--- src/rtl/hb_gate_ctrl.sv ---
`timescale 1ns/1ps
module hb_gate_ctrl #(
  parameter int MIN_W    = 5,
  parameter int LINK_DLY = 5
) (
  input  logic clk,
  input  logic rst_n,
  input  logic cmd_hi,
  input  logic cmd_lo,
  input  logic shdn_n,
  input  logic pgood_hi,
  input  logic pgood_lo,
  output logic en_hi,
  output logic en_lo
);
  localparam int CW = $clog2(MIN_W + 1);
  localparam logic [CW-1:0] HOLD_LD = CW'(MIN_W - 1);
  localparam logic [CW-1:0] AGE_MAX = CW'(MIN_W);

  typedef enum logic [1:0] {S_IDLE, S_HON, S_TRK, S_HOFF} st_t;

  wire req_hi  = cmd_hi & ~cmd_lo;
  wire req_lo  = cmd_lo & ~cmd_hi;
  wire gate_hi = shdn_n & pgood_hi;
  wire gate_lo = shdn_n & pgood_lo;

  logic [LINK_DLY-1:0] dl_hi, dl_lo;
  wire tail_hi = dl_hi[LINK_DLY-1];
  wire tail_lo = dl_lo[LINK_DLY-1];

  always_ff @(posedge clk or negedge rst_n) begin
    if (!rst_n) begin
      dl_hi <= '0;
      dl_lo <= '0;
    end else begin
      dl_hi <= gate_hi ? ((dl_hi << 1) | LINK_DLY'(req_hi)) : '0;
      dl_lo <= gate_lo ? ((dl_lo << 1) | LINK_DLY'(req_lo)) : '0;
    end
  end

  st_t st, st_n;
  logic [CW-1:0] cnt, cnt_n;
  logic hi_nxt;

  always_comb begin
    st_n  = st;
    cnt_n = cnt;
    case (st)
      S_IDLE: if (tail_hi) begin st_n = S_HON; cnt_n = HOLD_LD; end
      S_HON:
        if (cnt != '0) cnt_n = cnt - 1'b1;
        else if (tail_hi) st_n = S_TRK;
        else begin st_n = S_HOFF; cnt_n = HOLD_LD; end
      S_TRK: if (!tail_hi) begin st_n = S_HOFF; cnt_n = HOLD_LD; end
      S_HOFF:
        if (cnt != '0) cnt_n = cnt - 1'b1;
        else if (tail_hi) begin st_n = S_HON; cnt_n = HOLD_LD; end
        else st_n = S_IDLE;
      default: st_n = S_IDLE;
    endcase
    if (!gate_hi) begin
      st_n  = S_IDLE;
      cnt_n = '0;
    end
    hi_nxt = (st_n == S_HON) || (st_n == S_TRK);
  end

  always_ff @(posedge clk or negedge rst_n) begin
    if (!rst_n) begin
      st    <= S_IDLE;
      cnt   <= '0;
      en_hi <= 1'b0;
      en_lo <= 1'b0;
    end else begin
      st    <= st_n;
      cnt   <= cnt_n;
      en_hi <= hi_nxt;
      en_lo <= gate_lo & tail_lo & ~hi_nxt;
    end
  end

  logic [CW-1:0] hi_age;
  always_ff @(posedge clk or negedge rst_n) begin
    if (!rst_n) hi_age <= AGE_MAX;
    else if (!gate_hi) hi_age <= AGE_MAX;
    else if (hi_nxt != en_hi) hi_age <= CW'(1);
    else if (hi_age < AGE_MAX) hi_age <= hi_age + 1'b1;
  end

  a_r9_no_overlap: assert property (@(posedge clk) disable iff (!rst_n)
    !(en_hi && en_lo));
  a_r3_shutdown: assert property (@(posedge clk) disable iff (!rst_n)
    !shdn_n |=> (!en_hi && !en_lo));
  a_r4_pgood_hi: assert property (@(posedge clk) disable iff (!rst_n)
    !pgood_hi |=> !en_hi);
  a_r4_pgood_lo: assert property (@(posedge clk) disable iff (!rst_n)
    !pgood_lo |=> !en_lo);
  // covers R7 as well: any ungated change of en_hi waits MIN_W cycles
  a_r6_min_width: assert property (@(posedge clk) disable iff (!rst_n)
    (gate_hi && (hi_nxt != en_hi)) |-> (hi_age >= AGE_MAX));
  a_r2_both_block: assert property (@(posedge clk) disable iff (!rst_n)
    (cmd_hi && cmd_lo) |=> !dl_hi[0] && !dl_lo[0]);
endmodule

--- config.mk ---
export PLATFORM = sky130hd
export DESIGN_NAME = hb_gate_ctrl
export DESIGN_NICKNAME = d
export VERILOG_FILES = /design/src/rtl/hb_gate_ctrl.sv
export SDC_FILE = /design/constraint.sdc
export NUM_CORES = 1
export LEC_CHECK = 0
export BUFFER_PORTS_ARGS = -buffer_cell sky130_fd_sc_hd__buf_2
export CELL_PAD_IN_SITES_DETAIL_PLACEMENT = 0
export CELL_PAD_IN_SITES_GLOBAL_PLACEMENT = 1
export CORE_ASPECT_RATIO = 1.75
export CORE_MARGIN = 2
export CORE_UTILIZATION = 25
export CTS_CLUSTER_SIZE = 12
export DETAILED_ROUTE_END_ITERATION = 10
export GPL_TIMING_DRIVEN = 0
export PLACE_DENSITY = 0.48
export SLEW_MARGIN = 5
export SYNTH_ARGS = -nofsm -noshare
export SYNTH_HDL_FRONTEND = slang
export SYNTH_SLANG_ARGS = --single-unit
--- constraint.sdc ---
create_clock -name clk -period 1.3 [get_ports clk]
set_input_delay 0.13 -clock clk [delete_from_list [all_inputs] [get_ports clk]]
set_output_delay 0.13 -clock clk [all_outputs]
set_load 0.02 [all_outputs]
Yosys cells after proc, flatten, opt, wreduce, memory -nomap -nowiden
Cells that the tools add are included.
{ "word_totals": {"input_bits": 7, "out_inout_bits": 2, "reg_bits": 17, "wordCells": 42} }
{ "op_classes": {"n_reduce_logical": 3, "n_bitwise": 11, "muxes": 16, "addsub": 1, "eq_ne": 5} }
{ "ops": {"columns": ["operator", "n"], "rows": [
  ["2-to-1 mux 3 bit", 5],
  ["case mux 3 bit (4 select lines)", 1],
  ["2-to-1 mux 2 bit", 5],
  ["2-to-1 mux 5 bit", 2],
  ["OR 5 x 1 -> 5 bit", 2],
  ["case mux 2 bit (4 select lines)", 1],
  ["bitwise AND 1 bit", 6],
  ["== test 2 bit (second input constant)", 3],
  ["== test 2 x 1 -> 1 bit (second input constant)", 2],
  ["NOT 1 bit", 3],
  ["nonzero test 3 bit", 1],
  ["subtractor 3 x 1 -> 3 bit (second input constant)", 1],
  ["logical NOT 2 bit", 1],
  ["2-to-1 mux 1 bit", 2],
  ["logical OR 1 bit", 1]
]} }

Logic depth before layout (Yosys ltp)
Gate-level depths: netlist of the first run.
{ "logic_depth": {"ltp_word": 8, "ltp_mapped": 6, "mapped_depth_nobuf": 6} }

Worst setup path before layout of the first run
No wires, ideal clock.
{ "synth_timing": {"path_kind": "register to register", "from": "register cnt[0]", "to": "register en_lo", "arrival_time_ns": 1.160, "setup_time_ns": 0.128, "slack_ns": 0.012, "t_required_ns": 1.172, "stages_incl_launch_ff": 7, "period_less_slack_ns": 1.288, "path_buffers": 0, "path_cell_list": "dfrtp_1 -> inv_1 -> ha_1 -> inv_1 -> o21ai_2 -> mux2i_1 -> a31oi_1"} }
{ "synth_via": {"elab_chain_cells": 8, "elab_cells_between_ends": 10, "classes_between": "eq/ne (2); mux (4); bitwise (2); reduce/logical (2)"} }
{ "synth_lines": {"columns": ["element", "line", "source"], "rows": [
  ["from (decl)", "42", "logic [CW-1:0] cnt, cnt_n;"],
  ["from (signal assigned)", "76", "cnt <= cnt_n;"],
  ["nonzero test 3 bit *", "51, 56", null],
  ["2-to-1 mux 2 bit, on equally long branches", "56, 51", null],
  ["case mux 2 bit (4 select lines) *", "48", "case (st)"],
  ["2-to-1 mux 2 bit *", "61", "if (!gate_hi) begin"],
  ["== test 2 x 1 -> 1 bit or == test 2 bit (tied branches)", "65", "hi_nxt = (st_n == S_HON) || (st_n == S_TRK);"],
  ["logical OR 1 bit *", "65", null],
  ["NOT 1 bit *", "78", "en_lo <= gate_lo & tail_lo & ~hi_nxt;"],
  ["bitwise AND 1 bit *", "78", null],
  ["to (signal assigned)", "78", null],
  ["to (decl)", "14", "output logic en_lo"]
]} }
Every way passes the cells marked *; elsewhere a longest branch is shown, timed or not.

Worst setup path after layout of the first run
{ "layout_timing": {"from": "register cnt[1]", "to": "register en_hi"} }
{ "layout_via": {"elab_chain_cells": 6, "elab_cells_between_ends": 8, "classes_between": "eq/ne (2); mux (4); reduce/logical (2)"} }
{ "layout_lines": {"columns": ["element", "line", "source"], "rows": [
  ["nonzero test 3 bit *", "51, 56", null],
  ["2-to-1 mux 2 bit, on equally long branches", "56, 51", null],
  ["case mux 2 bit (4 select lines) *", "48", null],
  ["2-to-1 mux 2 bit *", "61", null],
  ["== test 2 x 1 -> 1 bit or == test 2 bit (tied branches)", "65", null],
  ["logical OR 1 bit *", "65", null],
  ["net hi_nxt", "43", "logic hi_nxt;"],
  ["to (signal assigned)", "77", "en_hi <= hi_nxt;"],
  ["to (decl)", "13", "output logic en_hi,"]
]} }
The timed path passes the listed nets; every way through them passes the cells marked *.

==> results_dict.tcl, run 1 <==
set metrics [dict create \
    syn-num-nets 70 \
    place_congestion 0.667 \
    syn_avg_cell_area_um2 11.9 \
    cap_violations 0 \
    critPathMaxFanout 3 \
    core_area_mm2 0.00272 \
    yosysUniqueCellTypes 26 \
    vias 515 \
    violations "setup timing" \
    grt_pass1_wl_um 2450 \
    slew_headroom 0.741 \
    yosysWarnings 0 \
    grt_util_all_layers 0.104 \
    critPathCaptureType "flip-flop" \
    rows 25 \
    dr.pass1.iters 2 \
    whs_endpoint "dl_hi[0]" \
    rsz0062_at_grt "true" \
    synth_top_area_frac 0.588 \
    die_area_mm2 0.00336 \
    via_per_inst 4.77 \
    tritoncts "built" \
    io_pins 9 \
    num_antenna_cells 0 \
    crit_start "cnt[1]" \
    multi_input_area_um2 313 \
    synth.cell_area_um2 723 \
    startpoint_type "flip-flop" \
    p_leak_uw 0.000479 \
    power_density_mw_per_mm2 999 \
    synth_top_cell_by_area "dfrtp_1" \
    post-route-period-util 1.00 \
    h-tree-depth 1 \
    dp_hpwl_um 1000 \
    wl_per_cell_um 13.6 \
    tightest_slew_ps 389 \
    antenna_found_initial 0 \
    synthToLayoutAreaGrowth_pct 32.7 \
    reg2reg_slack_ps -2 \
    die_w_um 44.7 \
    holdPathStages 2 \
    critPathArrivalTime_ps 1490 \
    die_h_um 75.2 \
    seq_area_um2 425 \
    start_util 0.266 \
    ir_drop_uv 618 \
    syn_inst 61 \
    synth.ff_latch_count 17 \
    hp-class "input pin to flip-flop" \
    r2r_cells 6 \
    clock_latency_ps 250 \
    drv_slew 0 \
    finalClockSkew_ps 5.51 \
    crit_type "flip-flop to flip-flop" \
    drive_gt1_frac 0.420 \
    fmax_ghz 0.768 \
    cts_sinks 17 \
    fin_nets 91 \
    n_fill_cell 284 \
    finalWorstSetupSlack_ps -1.75 \
    hold_viol 0 \
    routed_wirelength_um 1470 \
    ant_nets 0 \
    gr-total-overflow 0 \
    synth-seq-area-share 0.588 \
    worstReg2RegStart "cnt[1]" \
    fin_crit_ps 1300 \
    drt-initial-drc-count 8 \
    io_buffers 8 \
    regToRegEndpoint "en_hi" \
    clock_path_buffers 2 \
    final_common_cell "dfrtp_1" \
    post-place-ws_ps -221 \
    setup_viol 1 \
    drc 0 \
    status "finished, violations left" \
    path_clk_slew_ps 70 \
    min_from "cmd_lo" \
    cts-buffers-inserted 3 \
    power_uw 958 \
    grt_pass1_vias 535 \
    grt_max_degree 18 \
    layout_common_cells "17 x dfrtp_1, 9 x buf_2, 8 x buf_4, 8 x and3_1" \
    cts_root_buffer "clkbuf_8" \
    worstPathRequired_ps 1490 \
    synthTopCellsByArea "dfrtp_1 59%, and3_1 6.9%, ha_1 3.5%" \
]
metal layers:
| metal | global-route usage | share of wire |
|---|---|---|
| met5 | 0 | 0 |
| met4 | 0.0707 | 0.016 |
| met3 | 0.0216 | 0.029 |
| met2 | 0.174 | 0.54 |
| met1 | 0.115 | 0.41 |
stage by stage:
| step | std cells | hold WS, ps | setup TNS [ps] | utilization | area, um^2 |
|---|---|---|---|---|---|
| global route | 108 | 48.6 | -431 | 0.353 | 960 |
| floorplan | 61 | -166 | 0 | - | 723 |
| CTS | 105 | 41.8 | -133 | 0.331 | 900 |
| finish | 108 | 45.3 | -1.75 | 0.353 | 960 |
| detailed placement | 96 | 72.5 | -821 | 0.293 | 797 |
| global placement | 96 | 72.2 | -790 | 0.293 | 797 |
worst max-delay path by stage:
stage                     endpoint  slack [ps]  cells after the start
after CTS                    en_hi         -40                      6
after global placement       en_hi        -210                      6
after floorplan              en_lo          10                      6
after detailed placement     en_hi        -220                      6
final                        en_hi          -2                      6
after global routing        cnt[0]         -80                      5
cell families after synthesis:
kind of cell / Yosys count / synth area share
fa+ha+maj: 2 / 0.0346
compound gates: 7 / 0.0709
simple gates: 24 / 0.201
buf+inv: 7 / 0.0536
xor+xnor: 2 / 0.0242
mux: 2 / 0.0277
flops: 17 / 0.588
layout make-up:
| cell class | count | share of cell area |
|---|---|---|
| flip-flops and latches | 17 | 0.443 |
| multi-input cells | 37 | 0.326 |
| repair buffers | 16 | 0.107 |
| clock buffers | 3 | 0.0430 |
| well taps | 27 | 0.0352 |
| plain buffers | 3 | 0.0248 |
| inverters | 4 | 0.0156 |
| clock inverters | 1 | 0.00522 |
what timing repair did:
action                                  4_1_cts  5_1_grt
setup buffers                                 4        3
endpoints found under the hold margin        17        0
hold buffers                                  1        0
pin swaps                                     3        6
resized for setup                             6        8
endpoints found under the setup margin        6        5
registers in the layout (all words and copies together) (netlist names):
register	flops
cnt	3
en_lo	1
dl_hi	5
dl_lo	5
en_hi	1
st	2
power by group:
| part | internal [uW] | switching (uW) |
|---|---|---|
| sequential | 531 | 0.558 |
| clock | 212 | 176 |
| combinational | 12.3 | 25.9 |
critical path, cell delays in order, from the launching register on:
cell and delay (ps):
dfrtp_1 380, inv_2 80, ha_4 150, inv_2 30, o21ai_2 160, mux2i_2 260, nor2b_2 170
synthesized netlist by cell type, drive strengths merged:
cell type	number
a21oi	1
mux2i	2
ha	2
nand4b	1
nand3	2
o31ai	1
buf	3
and3	8
a2bb2oi	1
xor2	2
nor3	1
and4b	1
o41ai	1
and3b	1
nor2b	1
nand3b	1
nand4	2
dfrtp	17
o21ai	1
nand2	1
nor3b	1
nor2	4
a31oi	2
inv	4
(Power assumes the default switching activity.)
==> run 2: changes to the inputs <==
- CAP_MARGIN: default -> 15
- MAX_ROUTING_LAYER: default -> met4
==> results_dict.tcl, run 2 (synthesized netlist as in run 1, its figures left out) <==
set metrics [dict create \
    post-route-period-util 1.00 \
    grt_pass1_wl_um 2460 \
    drt-initial-drc-count 8 \
    place_congestion 0.673 \
    post-place-ws_ps -221 \
    cts_root_buffer "clkbuf_8" \
    holdPathStages 2 \
    crit_type "flip-flop to flip-flop" \
    clock_path_buffers 2 \
    path_common_cell "inv_2" \
    cp_num_buf_inv 2 \
    min_from "cmd_lo" \
    num_antenna_cells 0 \
    fin_crit_ps 1300 \
    switching_share 0.210 \
    drc 0 \
    grt_pass1_vias 535 \
    pwr-share-comb 0.040 \
    regToRegEndpoint "en_hi" \
    grt_util_all_layers 0.107 \
    whs_endpoint "dl_hi[0]" \
    violations "setup timing" \
    cap_violations 0 \
    switchingPower_uw 201 \
    power_uw 957 \
    routed_wirelength_um 1470 \
    reg2reg_slack_ps -1 \
    worstPathRequired_ps 1490 \
    wl_per_cell_um 13.6 \
    drv_slew 0 \
    p_leak_uw 0.000479 \
    seq_area_um2 425 \
    die_h_um 75.2 \
    dp_hpwl_um 1000 \
    tightest_slew_ps 388 \
    dr.pass1.iters 3 \
    io_pins 9 \
    p_seq_frac 0.556 \
    antenna_found_initial 0 \
    via_per_inst 4.81 \
    slew_headroom 0.741 \
    status "finished, violations left" \
    hold_viol 0 \
    die_area_mm2 0.00336 \
    tritoncts "built" \
    layout_common_cells "17 x dfrtp_1, 9 x buf_2, 8 x buf_4, 8 x and3_1" \
    setup_viol 1 \
    fin_nets 91 \
    grt_max_degree 18 \
    power_density_mw_per_mm2 997 \
    rsz0062_at_grt "true" \
    h-tree-depth 1 \
    critPathCaptureType "flip-flop" \
    pwr-share-clk 0.404 \
    path_clk_slew_ps 70 \
    n_fill_cell 284 \
    startpoint_type "flip-flop" \
    reg.largest.list "dl_hi x5, dl_lo x5, cnt x3" \
    r2r_cells 6 \
    rows 25 \
    multi_input_area_um2 313 \
    final_common_cell "dfrtp_1" \
    worstReg2RegStart "cnt[1]" \
    ir_drop_uv 614 \
    vias 520 \
    synthToLayoutAreaGrowth_pct 32.7 \
    finalWorstSetupSlack_ps -1.06 \
    finalClockSkew_ps 6.31 \
    critPathArrivalTime_ps 1490 \
    finalSetupTns_ps -1.06 \
    hp-class "input pin to flip-flop" \
    cpMaxStageDelayCell "dfrtp_1" \
    cts-buffers-inserted 3 \
    start_util 0.266 \
    clock_latency_ps 250 \
    cts_sinks 17 \
    max_stage_delay_ps 380 \
    io_buffers 8 \
    die_w_um 44.7 \
    gr-total-overflow 0 \
    drive_gt1_frac 0.420 \
    core_area_mm2 0.00272 \
    internal_power_uw 756 \
    critPathTopFamily "flip-flops" \
    finish.utilization 0.353 \
    ant_nets 0 \
    crit_chain "inv_2, ha_4, inv_2, o21ai_2, mux2i_2, nor2b_2" \
    critPathMaxFanout 3 \
    fmax_ghz 0.769 \
]
[run 2: worst max path at each step]
stage                       from     end  slack [ps]  cells after the start
after global placement    cnt[0]   en_hi        -210                      6
after CTS                 cnt[1]   en_hi         -40                      6
final                     cnt[1]   en_hi          -1                      6
after detailed placement  cnt[0]   en_hi        -220                      6
after global routing       st[1]  cnt[0]         -80                      5
after floorplan           cnt[0]   en_lo          10                      6
[run 2: power by group through the flow]
stage | Sequential (uW) | Clock [uW] | Combinational [uW]
final | 532 | 387 | 38.2
after global routing | 532 | 425 | 44.9
after CTS | 532 | 406 | 39.7
after detailed placement | 542 | 0 | 37.2
after global placement | 542 | 0 | 37.4
after floorplan | 542 | 0 | 8.76
[run 2: what timing repair did]
| action | 4_1_cts | 5_1_grt |
|---|---|---|
| endpoints found under the hold margin | 17 | 0 |
| hold buffers | 1 | 0 |
| pin swaps | 3 | 6 |
| setup buffers | 4 | 3 |
| resized for setup | 6 | 8 |
| setup endpoints to repair | 6 | 5 |
[run 2: per-stage QoR]
| stage | area (um^2) | std cells | hold WS, ps |
|---|---|---|---|
| 4_1_cts | 900 | 105 | 41.8 |
| 2_1_floorplan | 723 | 61 | -166 |
| 5_1_grt | 960 | 108 | 48.6 |
| 3_5_place_dp | 797 | 96 | 72.5 |
| 6_report | 960 | 108 | 45.2 |
| 3_3_place_gp | 797 | 96 | 72.2 |
[run 2: layer usage]
| layer | vias to the layer above | GRT usage | part of all wire |
|---|---|---|---|
| met4 | 0 | 0.0707 | 0.016 |
| met3 | 2 | 0.0216 | 0.029 |
| met1 | 256 | 0.115 | 0.41 |
| met2 | 9 | 0.174 | 0.54 |
| met5 | - | - | 0 |
| li1 | 253 | - | - |
[run 2: area by class of cell]
class                           instances  share of cell area
Tap cell                               27              0.0352
Buffer                                  3              0.0248
Clock buffer                            3              0.0430
Clock inverter                          1             0.00522
Inverter                                4              0.0156
Timing Repair Buffer                   16               0.107
Multi-Input combinational cell         37               0.326
Sequential cell                        17               0.443
